<file path="src/rtl/gpio_irq_pkg.sv">
package gpio_irq_pkg;
  localparam int unsigned GROUP_W     = 16;
  localparam int unsigned GROUP_SHIFT = $clog2(GROUP_W);
  localparam int unsigned SET_W       = 32;
endpackage

</file>
<file path="src/rtl/irq_group_slicer.sv">
module irq_group_slicer
  import gpio_irq_pkg::*;
#(
  parameter int unsigned NUM_SETS  = 5,
  parameter int unsigned NUM_LINES = 32
) (
  input  logic [NUM_SETS*SET_W-1:0] status_i,
  output logic [NUM_LINES-1:0]      group_any_o
);
  // Group g reads register set g/2: the low half for even g, the high half for odd g.
  for (genvar g = 0; g < NUM_LINES; g++) begin : g_group
    if ((g / 2) < NUM_SETS) begin : g_backed
      localparam int unsigned LSB = (g / 2) * SET_W + (g % 2) * GROUP_W;
      assign group_any_o[g] = |status_i[LSB +: GROUP_W];
    end else begin : g_empty
      assign group_any_o[g] = 1'b0;
    end
  end
endmodule

</file>
<file path="src/rtl/irq_enable_reg.sv">
module irq_enable_reg #(
  parameter int unsigned ADDR_W    = 4,
  parameter logic [ADDR_W-1:0] EN_OFFSET = 4'h8,
  parameter int unsigned NUM_LINES = 32
) (
  input  logic                 clk,
  input  logic                 rst_n,
  input  logic                 wr_i,
  input  logic [ADDR_W-1:0]    addr_i,
  input  logic [NUM_LINES-1:0] wdata_i,
  output logic [NUM_LINES-1:0] rdata_o,
  output logic [NUM_LINES-1:0] en_q_o
);
  logic hit;
  logic armed;

  assign hit     = (addr_i == EN_OFFSET);
  assign rdata_o = hit ? en_q_o : '0;

  always_ff @(posedge clk or negedge rst_n) begin
    if (!rst_n)           en_q_o <= '0;
    else if (wr_i && hit) en_q_o <= wdata_i;
  end

  always_ff @(posedge clk or negedge rst_n) begin
    if (!rst_n) armed <= 1'b0;
    else        armed <= 1'b1;
  end

  // the register only moves on a write that decodes to its offset
  assert_write_decode_R6: assert property (@(posedge clk) disable iff (!rst_n)
    (armed && !(wr_i && addr_i == EN_OFFSET)) |=> $stable(en_q_o));

  // a decoded write lands exactly
  assert_write_lands_R6: assert property (@(posedge clk) disable iff (!rst_n)
    (armed && wr_i && addr_i == EN_OFFSET) |=> (en_q_o == $past(wdata_i)));
endmodule

</file>
<file path="src/rtl/irq_line_select.sv">
module irq_line_select
  import gpio_irq_pkg::*;
#(
  parameter int unsigned NUM_LINES = 32,
  parameter int unsigned CNT_W     = 6,
  parameter int unsigned PIN_W     = 8
) (
  input  logic                 clk,
  input  logic                 rst_n,
  input  logic [NUM_LINES-1:0] group_any_i,
  input  logic [NUM_LINES-1:0] set0_i,
  input  logic [NUM_LINES-1:0] en_i,
  input  logic                 direct_mode_i,
  input  logic [CNT_W-1:0]     direct_count_i,
  input  logic [PIN_W-1:0]     pin_count_i,
  output logic [NUM_LINES-1:0] irq_o
);
  localparam int unsigned NG_W = PIN_W + 1;

  logic [NG_W-1:0]      live_groups;
  logic [NUM_LINES-1:0] grouped_hit;
  logic [NUM_LINES-1:0] direct_hit;
  logic [NUM_LINES-1:0] line_d;
  logic                 armed;

  // Number of live groups: pin count divided by the group width, rounded up.
  assign live_groups = (NG_W'(pin_count_i) + NG_W'(GROUP_W - 1)) >> GROUP_SHIFT;

  always_comb begin
    for (int i = 0; i < NUM_LINES; i++) begin
      grouped_hit[i] = group_any_i[i] & en_i[i] & (NG_W'(i) < live_groups);
      direct_hit[i]  = set0_i[i] & en_i[i / GROUP_W] & (CNT_W'(i) < direct_count_i);
    end
    line_d = direct_mode_i ? direct_hit : grouped_hit;
  end

  always_ff @(posedge clk or negedge rst_n) begin
    if (!rst_n) irq_o <= '0;
    else        irq_o <= line_d;
  end

  always_ff @(posedge clk or negedge rst_n) begin
    if (!rst_n) armed <= 1'b0;
    else        armed <= 1'b1;
  end

  // with every enable bit cleared, no line can rise in grouped mode
  assert_gate_all_off_R4: assert property (@(posedge clk) disable iff (!rst_n)
    (armed && !direct_mode_i && en_i == '0) |=> (irq_o == '0));

  // zero pins means no live group
  assert_no_live_group_R5: assert property (@(posedge clk) disable iff (!rst_n)
    (armed && !direct_mode_i && pin_count_i == '0) |=> (irq_o == '0));

  // a direct count of zero keeps all lines low
  assert_direct_empty_R8: assert property (@(posedge clk) disable iff (!rst_n)
    (armed && direct_mode_i && direct_count_i == '0) |=> (irq_o == '0));

  // with no pending status in either view, every line falls
  assert_level_drop_R3: assert property (@(posedge clk) disable iff (!rst_n)
    (armed && group_any_i == '0 && set0_i == '0) |=> (irq_o == '0));
endmodule

</file>
<file path="src/rtl/gpio_irq_aggregator.sv">
module gpio_irq_aggregator
  import gpio_irq_pkg::*;
#(
  parameter int unsigned NUM_SETS  = 5,
  parameter int unsigned NUM_LINES = 32,
  parameter int unsigned ADDR_W    = 4,
  parameter int unsigned CNT_W     = 6,
  parameter int unsigned PIN_W     = 8
) (
  input  logic                      clk,
  input  logic                      rst_n,
  input  logic [NUM_SETS*SET_W-1:0] status_i,
  input  logic                      reg_wr_i,
  input  logic [ADDR_W-1:0]         reg_addr_i,
  input  logic [NUM_LINES-1:0]      reg_wdata_i,
  output logic [NUM_LINES-1:0]      reg_rdata_o,
  input  logic                      direct_mode_i,
  input  logic [CNT_W-1:0]          direct_count_i,
  input  logic [PIN_W-1:0]          pin_count_i,
  output logic [NUM_LINES-1:0]      irq_o
);
  logic [NUM_LINES-1:0] group_any;
  logic [NUM_LINES-1:0] en_q;

  irq_group_slicer #(
    .NUM_SETS  (NUM_SETS),
    .NUM_LINES (NUM_LINES)
  ) u_slicer (
    .status_i    (status_i),
    .group_any_o (group_any)
  );

  irq_enable_reg #(
    .ADDR_W    (ADDR_W),
    .EN_OFFSET (ADDR_W'(8)),
    .NUM_LINES (NUM_LINES)
  ) u_enable (
    .clk     (clk),
    .rst_n   (rst_n),
    .wr_i    (reg_wr_i),
    .addr_i  (reg_addr_i),
    .wdata_i (reg_wdata_i),
    .rdata_o (reg_rdata_o),
    .en_q_o  (en_q)
  );

  irq_line_select #(
    .NUM_LINES (NUM_LINES),
    .CNT_W     (CNT_W),
    .PIN_W     (PIN_W)
  ) u_select (
    .clk            (clk),
    .rst_n          (rst_n),
    .group_any_i    (group_any),
    .set0_i         (status_i[NUM_LINES-1:0]),
    .en_i           (en_q),
    .direct_mode_i  (direct_mode_i),
    .direct_count_i (direct_count_i),
    .pin_count_i    (pin_count_i),
    .irq_o          (irq_o)
  );
endmodule

</file>
<file path="config.mk">
export PLATFORM = sky130hd
export DESIGN_NAME = gpio_irq_aggregator
export DESIGN_NICKNAME = d
export VERILOG_FILES = /design/src/rtl/gpio_irq_pkg.sv /design/src/rtl/irq_group_slicer.sv /design/src/rtl/irq_enable_reg.sv /design/src/rtl/irq_line_select.sv /design/src/rtl/gpio_irq_aggregator.sv
export SDC_FILE = /design/constraint.sdc
export NUM_CORES = 1
export LEC_CHECK = 0
export BUFFER_PORTS_ARGS = -buffer_cell sky130_fd_sc_hd__buf_2
export CAP_MARGIN = 5
export CORE_AREA = 2 2 107 109
export DETAILED_ROUTE_END_ITERATION = 7
export DIE_AREA = 0 0 109 111
export GPL_TIMING_DRIVEN = 0
export MAX_ROUTING_LAYER = met4
export PLACE_DENSITY = 0.7
export SLEW_MARGIN = 5
export SYNTH_ARGS = -nofsm -noshare
export SYNTH_HDL_FRONTEND = slang
export SYNTH_SLANG_ARGS = --single-unit
</file>
<file path="constraint.sdc">
create_clock -name clk -period 1.8 [get_ports clk]
set_input_delay 0.18 -clock clk [delete_from_list [all_inputs] [get_ports clk]]
set_output_delay 0.18 -clock clk [all_outputs]
set_load 0.1 [all_outputs]
</file>
======== Word level (Yosys, flattened, before mapping) ========
Cells that the tools add are included.
word-level totals
  flip-flop bits (word level) ............. 64
  bits in latches ......................... 0
  bits in writable memories ............... 0
  ROM bits ................................ 0
  bits of input ports ..................... 214
  output and inout bits ................... 64
  logic and storage cells ................. 143
  memories kept ........................... 0
cells by class
  $add $sub $neg .......................... 1
  multiply operators ...................... 0
  div/mod/pow operators ................... 0
  $lt $le $gt $ge ......................... 42
  eq/ne operators ......................... 1
  shift-type cells ........................ 0
  mux-type cells .......................... 2
  bitwise gates (word level) .............. 84
  reduce and logical (&&, ||, !) cells .... 11
operator list
  cell                                               count
  OR reduction 16 bit                                10
  < comparator 5 x 6 -> 1 bit, first input constant  16
  AND 1 bit                                          84
  2-to-1 mux 32 bit                                  2
  < comparator 4 x 6 -> 1 bit, first input constant  8
  < comparator 3 x 6 -> 1 bit, first input constant  4
  < comparator 3 x 5 -> 1 bit, first input constant  4
  < comparator 1 x 6 -> 1 bit, first input constant  2
  < comparator 2 x 6 -> 1 bit, first input constant  2
  < comparator 1 x 5 -> 1 bit, first input constant  2
  < comparator 2 x 5 -> 1 bit, first input constant  2
  < comparator 4 x 5 -> 1 bit, first input constant  2
  adder 8 x 4 -> 9 bit, second input constant        1
  == test 4 bit, second input constant               1
  logical AND 1 bit                                  1

======== Depth between registers and ports, before layout ========
  word-level depth ........................ 4
  gate-level depth with buffers ........... 6
  mapped depth without buffers ............ 4

======== Modules after synthesis ========
From an unflattened synthesis, not the netlist that was laid out.
second synthesis, totals
  cell total of the unflattened synthesis .. 345
  area, all modules ....................... 3618.5 µm²
by module, submodules not included
  module            times used  cells each  area each (µm²)  seq. area each (µm²)
  irq_line_select   1           168         1587.8           800.8
  irq_enable_reg    1           104         1549.0           800.8
  irq_group_slicer  1           73          481.7            0.0

======== Worst setup path before layout ========
Ideal clock, no wire load.
  kind .................................... input -> output
  start point ............................. in reg_addr_i[1]
  end point ............................... out reg_rdata_o[0]
  arrival time ............................ 1542 ps
  setup slack ............................. 78 ps
  stages .................................. 3
  buffers on the path ..................... 1
  path through ............................ nor4b_4 -> clkbuf_1 -> and2_1
on the way
  word-level cells in the longest chain between the ends .. 2
RTL lines
  element            RTL line                   source
  start, declared    gpio_irq_aggregator.sv:14  input logic [ADDR_W-1:0] reg_addr_i,
  == test 4 bit      irq_enable_reg.sv:17       assign hit = (addr_i == EN_OFFSET);
  2-to-1 mux 32 bit  irq_enable_reg.sv:18       assign rdata_o = hit ? en_q_o : '0;
  end, declared      gpio_irq_aggregator.sv:16  output logic [NUM_LINES-1:0] reg_rdata_o,
Every way passes these cells.

======== Worst setup path after layout ========
  start point ............................. in reg_addr_i[1]
  end point ............................... out reg_rdata_o[23]
Same word-level chain as after synthesis.

==> impl_metrics.tcl <==
set metrics [dict create \
    powerDensity_nw_per_um2 978.0 \
    crit_buf_inv 3 \
    overflow 0 \
    synth.area.mux_share_pct 14.23 \
    fin_hold_ws_ns 0.08567 \
    critical-path-max-stage-delay_ns 0.39 \
    num_rows 39 \
    dpl.hpwl_um 9584 \
    worstPathRequired_ns 1.62 \
    start_util_pct 30.00 \
    cts_tree "done" \
    clock_sinks 64 \
    detail_route.vias_per_cell 4.888 \
    dieArea_um2 12100 \
    synth_cell_types 36 \
    dr.first_iter.drc_count 152 \
    firstDrtPassIters 4 \
    crit_type "in -> out" \
    h-tree-depth 3 \
    ir_worst_vdd_uv 459.2 \
    p_leak_uw 0.002884 \
    die-width_um 109 \
    rsz0062_at_grt "false" \
    worstPathMaxFanout 10 \
    syn_area_um2 3323 \
    r2r_slack_ns 0.38 \
    maxCapViolCount 0 \
    netlist_instances 309 \
    io_pins 278 \
    drive_gt1_share_pct 56.33 \
    synth_compound_area_share_pct 9.036 \
    synthAdderAreaFrac_pct 0 \
    startpoint_type "primary input" \
    fin_crit_ns 1.688 \
    synth_seq_cells 64 \
    layout.nets 810 \
    synth_top_family_by_area "simple AND/OR/NAND/NOR gates" \
    cp-endpoint "reg_rdata_o[23]" \
    first_global_vias 3769 \
    crit_arrival_ns 1.51 \
    yosysWarnings 0 \
    antenna_found_initial 0 \
    clk_pin_slew_ns 0.05 \
    startpoint "reg_addr_i[1]" \
    clkLatencyLatePin_ns 0.32 \
    worst_slew_pin_slew_ns 0.8208 \
    fillers 1054 \
    finalWorstSetupSlack_ns 0.1118 \
    r2r_cells 5 \
    grtUsageTotal_pct 20.11 \
    slew_viol_final 0 \
    synthesis.nets 523 \
    syn2layout_area_growth_pct 59.22 \
    wl_per_cell_um 15.87 \
    critPathSlowestCell "nor4b_4" \
    remaining_drc_errors 0 \
    numPortBuffers 275 \
    reg2reg_to "u_select.irq_o[22]" \
    status "finished, final reports clean" \
    dp_slack_ns -0.1328 \
    synthSimpleGateAreaFrac_pct 25.98 \
    cp_top_family "buffers and inverters" \
    cts_buffers 9 \
    setup_viol 0 \
    clockBufferDepth 2 \
    relSlewSlack_pct 45.28 \
    crit_chain "buf_2 > nor4b_4 > clkbuf_2 > and2_1 > clkbuf_4" \
    synth_xor_area_share_pct 0 \
    gp_congestion 0.9072 \
    diodes 0 \
    hp-class "in -> reg" \
    grt_max_degree 65 \
    vias 3632 \
    period_share_pct 93.79 \
    synth-seq-area-share_pct 48.19 \
    final_antenna_net_count 0 \
    finalWirelength_um 11800 \
    core-area_um2 11080 \
    cp_num_cells 5 \
    grt_pass1_wl_um 18520 \
    worst_r2r_startpoint "u_enable.en_q_o[1]" \
    fin_worst_skew_ns 0.003136 \
    die_h_um 111 \
    cts_root_buf "clkbuf_16" \
    worstSetupEndpointType "output port" \
    fmax_ghz 0.5923 \
    final_hold_viol_count 0 \
    avgSynthCellArea_um2 10.75 \
]
[layout make-up]
| class | instances | area, um^2 | area share, % |
|---|---|---|---|
| buffer | 12 | 81.33 | 1.537 |
| clock buffer | 12 | 256.5 | 4.847 |
| clock inverter | 3 | 65.06 | 1.230 |
| inverter | 2 | 7.507 | 0.1419 |
| multi-input combinational | 231 | 1637 | 30.93 |
| sequential | 64 | 1602 | 30.27 |
| tap | 143 | 178.9 | 3.381 |
| timing repair buffer | 276 | 1464 | 27.67 |
[worst reg2reg max path: stages (launching register included)]
cell and delay [ns]:
dfrtp_1 0.41, nand2_1 0.16, nor2_1 0.28, buf_2 0.27
nand2_1 0.10, a21oi_1 0.12
[repair_timing]
action	4_1_cts	5_1_grt
resized for setup	12	22
hold buffers	1	0
buffers inserted	0	0
cloned	0	0
hold endpoints to repair	58	0
endpoints found under the setup margin	30	25
[worst min path at each step]
stage | to | slack (ns) | start | cells after the start
CTS | u_select.irq_o[19] | 0.07 | status_i[19] | 3
finish | u_select.irq_o[21] | 0.09 | status_i[21] | 3
floorplan | u_enable.en_q_o[0] | -0.12 | rst_n | 0
global route | u_select.irq_o[20] | 0.08 | status_i[20] | 3
detailed placement | u_select.irq_o[0] | 0.34 | rst_n | 1
global placement | u_select.irq_o[15] | 0.41 | status_i[15] | 3
[Yosys cell counts]
cell type  count  area (um^2)
nand3_1        9        45.04
a31oi_1        2        12.51
nand2_1       28        105.1
o41ai_1        1        8.760
nor4b_1        1        8.760
nor2_1         9        33.78
nor2_2         1        6.260
o21ai_0        8        40.04
nor4b_4        1        23.77
nor4_1        41        256.5
nand2b_1       3        18.77
and2_1        34        212.7
clkbuf_1       6        22.52
inv_1          2        7.510
nand3b_1       1        7.510
mux2_4        30        450.4
a41o_1         1        10.01
or2_2          3        18.77
a21oi_1       24        120.1
nor2b_1        3        18.77
nand4_1        9        56.30
or2_4          1        8.760
o211a_1        3        30.03
o211ai_1       3        22.52
buf_6          4        45.04
or2_1          1        6.260
nand2_2        1        6.260
buf_2          2        10.01
o2111ai_1      2        17.52
o41a_1         1        11.26
a41oi_1        1        8.760
dfrtp_1       64         1602
o22ai_1        3        18.77
and3_1         3        18.77
or3_4          1        11.26
mux2_2         2        22.52
[layout by cell type, fill, tap and decap left out, types with 2 or more instances in the layout]
| master | count |
|---|---|
| a21oi_1 | 24 |
| a31oi_1 | 2 |
| and2_1 | 34 |
| and3_1 | 3 |
| buf_2 | 246 |
| buf_4 | 11 |
| buf_6 | 4 |
| bufinv_16 | 2 |
| clkbuf_1 | 4 |
| clkbuf_16 | 9 |
| clkbuf_2 | 3 |
| clkbuf_4 | 20 |
| clkbuf_8 | 2 |
| dfrtp_1 | 64 |
| inv_1 | 2 |
| mux2_2 | 2 |
| mux2_4 | 30 |
| nand2_1 | 28 |
| nand2b_1 | 3 |
| nand3_1 | 9 |
| nand4_1 | 9 |
| nor2_1 | 9 |
| nor2b_1 | 3 |
| nor4_1 | 41 |
| o2111ai_1 | 2 |
| o211a_1 | 3 |
| o211ai_1 | 3 |
| o21ai_0 | 8 |
| o22ai_1 | 3 |
| or2_2 | 3 |
[kinds of logic after synthesis]
group | count (synthesis)
AO/OA/AOI/OAI | 49
buffers and inverters | 14
flip-flops | 64
multiplexers | 32
AND/OR/NAND/NOR | 150
[flip-flops by register name (all words and copies together), names as in the netlist]
name	count
u_enable.en_q_o	32
u_select.irq_o	32
[routing by layer]
metal | vias up | routed length [um] | share of wire (%) | GRT usage, %
met5 | - | 0 | 0 | -
met4 | 0 | 206 | 1.7 | 5.897
met3 | 23 | 831 | 7.0 | 4.468
met2 | 182 | 5543 | 47 | 31.59
met1 | 1704 | 5214 | 44 | 25.87
li1 | 1723 | - | - | -
[per-stage QoR]
stage / power [uW] / instances / util, % / instance area (um^2) / TNS [ns]
2_1_floorplan: 2806 / 309 / - / 3323 / 0
3_3_place_gp: 3277 / 727 / 44.04 / 4878 / -2.518
3_5_place_dp: 3306 / 727 / 44.06 / 4881 / -2.837
4_1_cts: 5221 / 743 / 47.31 / 5240 / 0
5_1_grt: 5429 / 743 / 47.77 / 5291 / 0
6_report: 5175 / 743 / 47.77 / 5291 / 0
[power breakdown]
part           switching (uW)  internal [uW]  total, uW
clock network             603           1280       1880
logic                     959            530       1490
registers                 134           1670       1810
total                    1700           3480       5180
(Power assumes the default switching activity.)
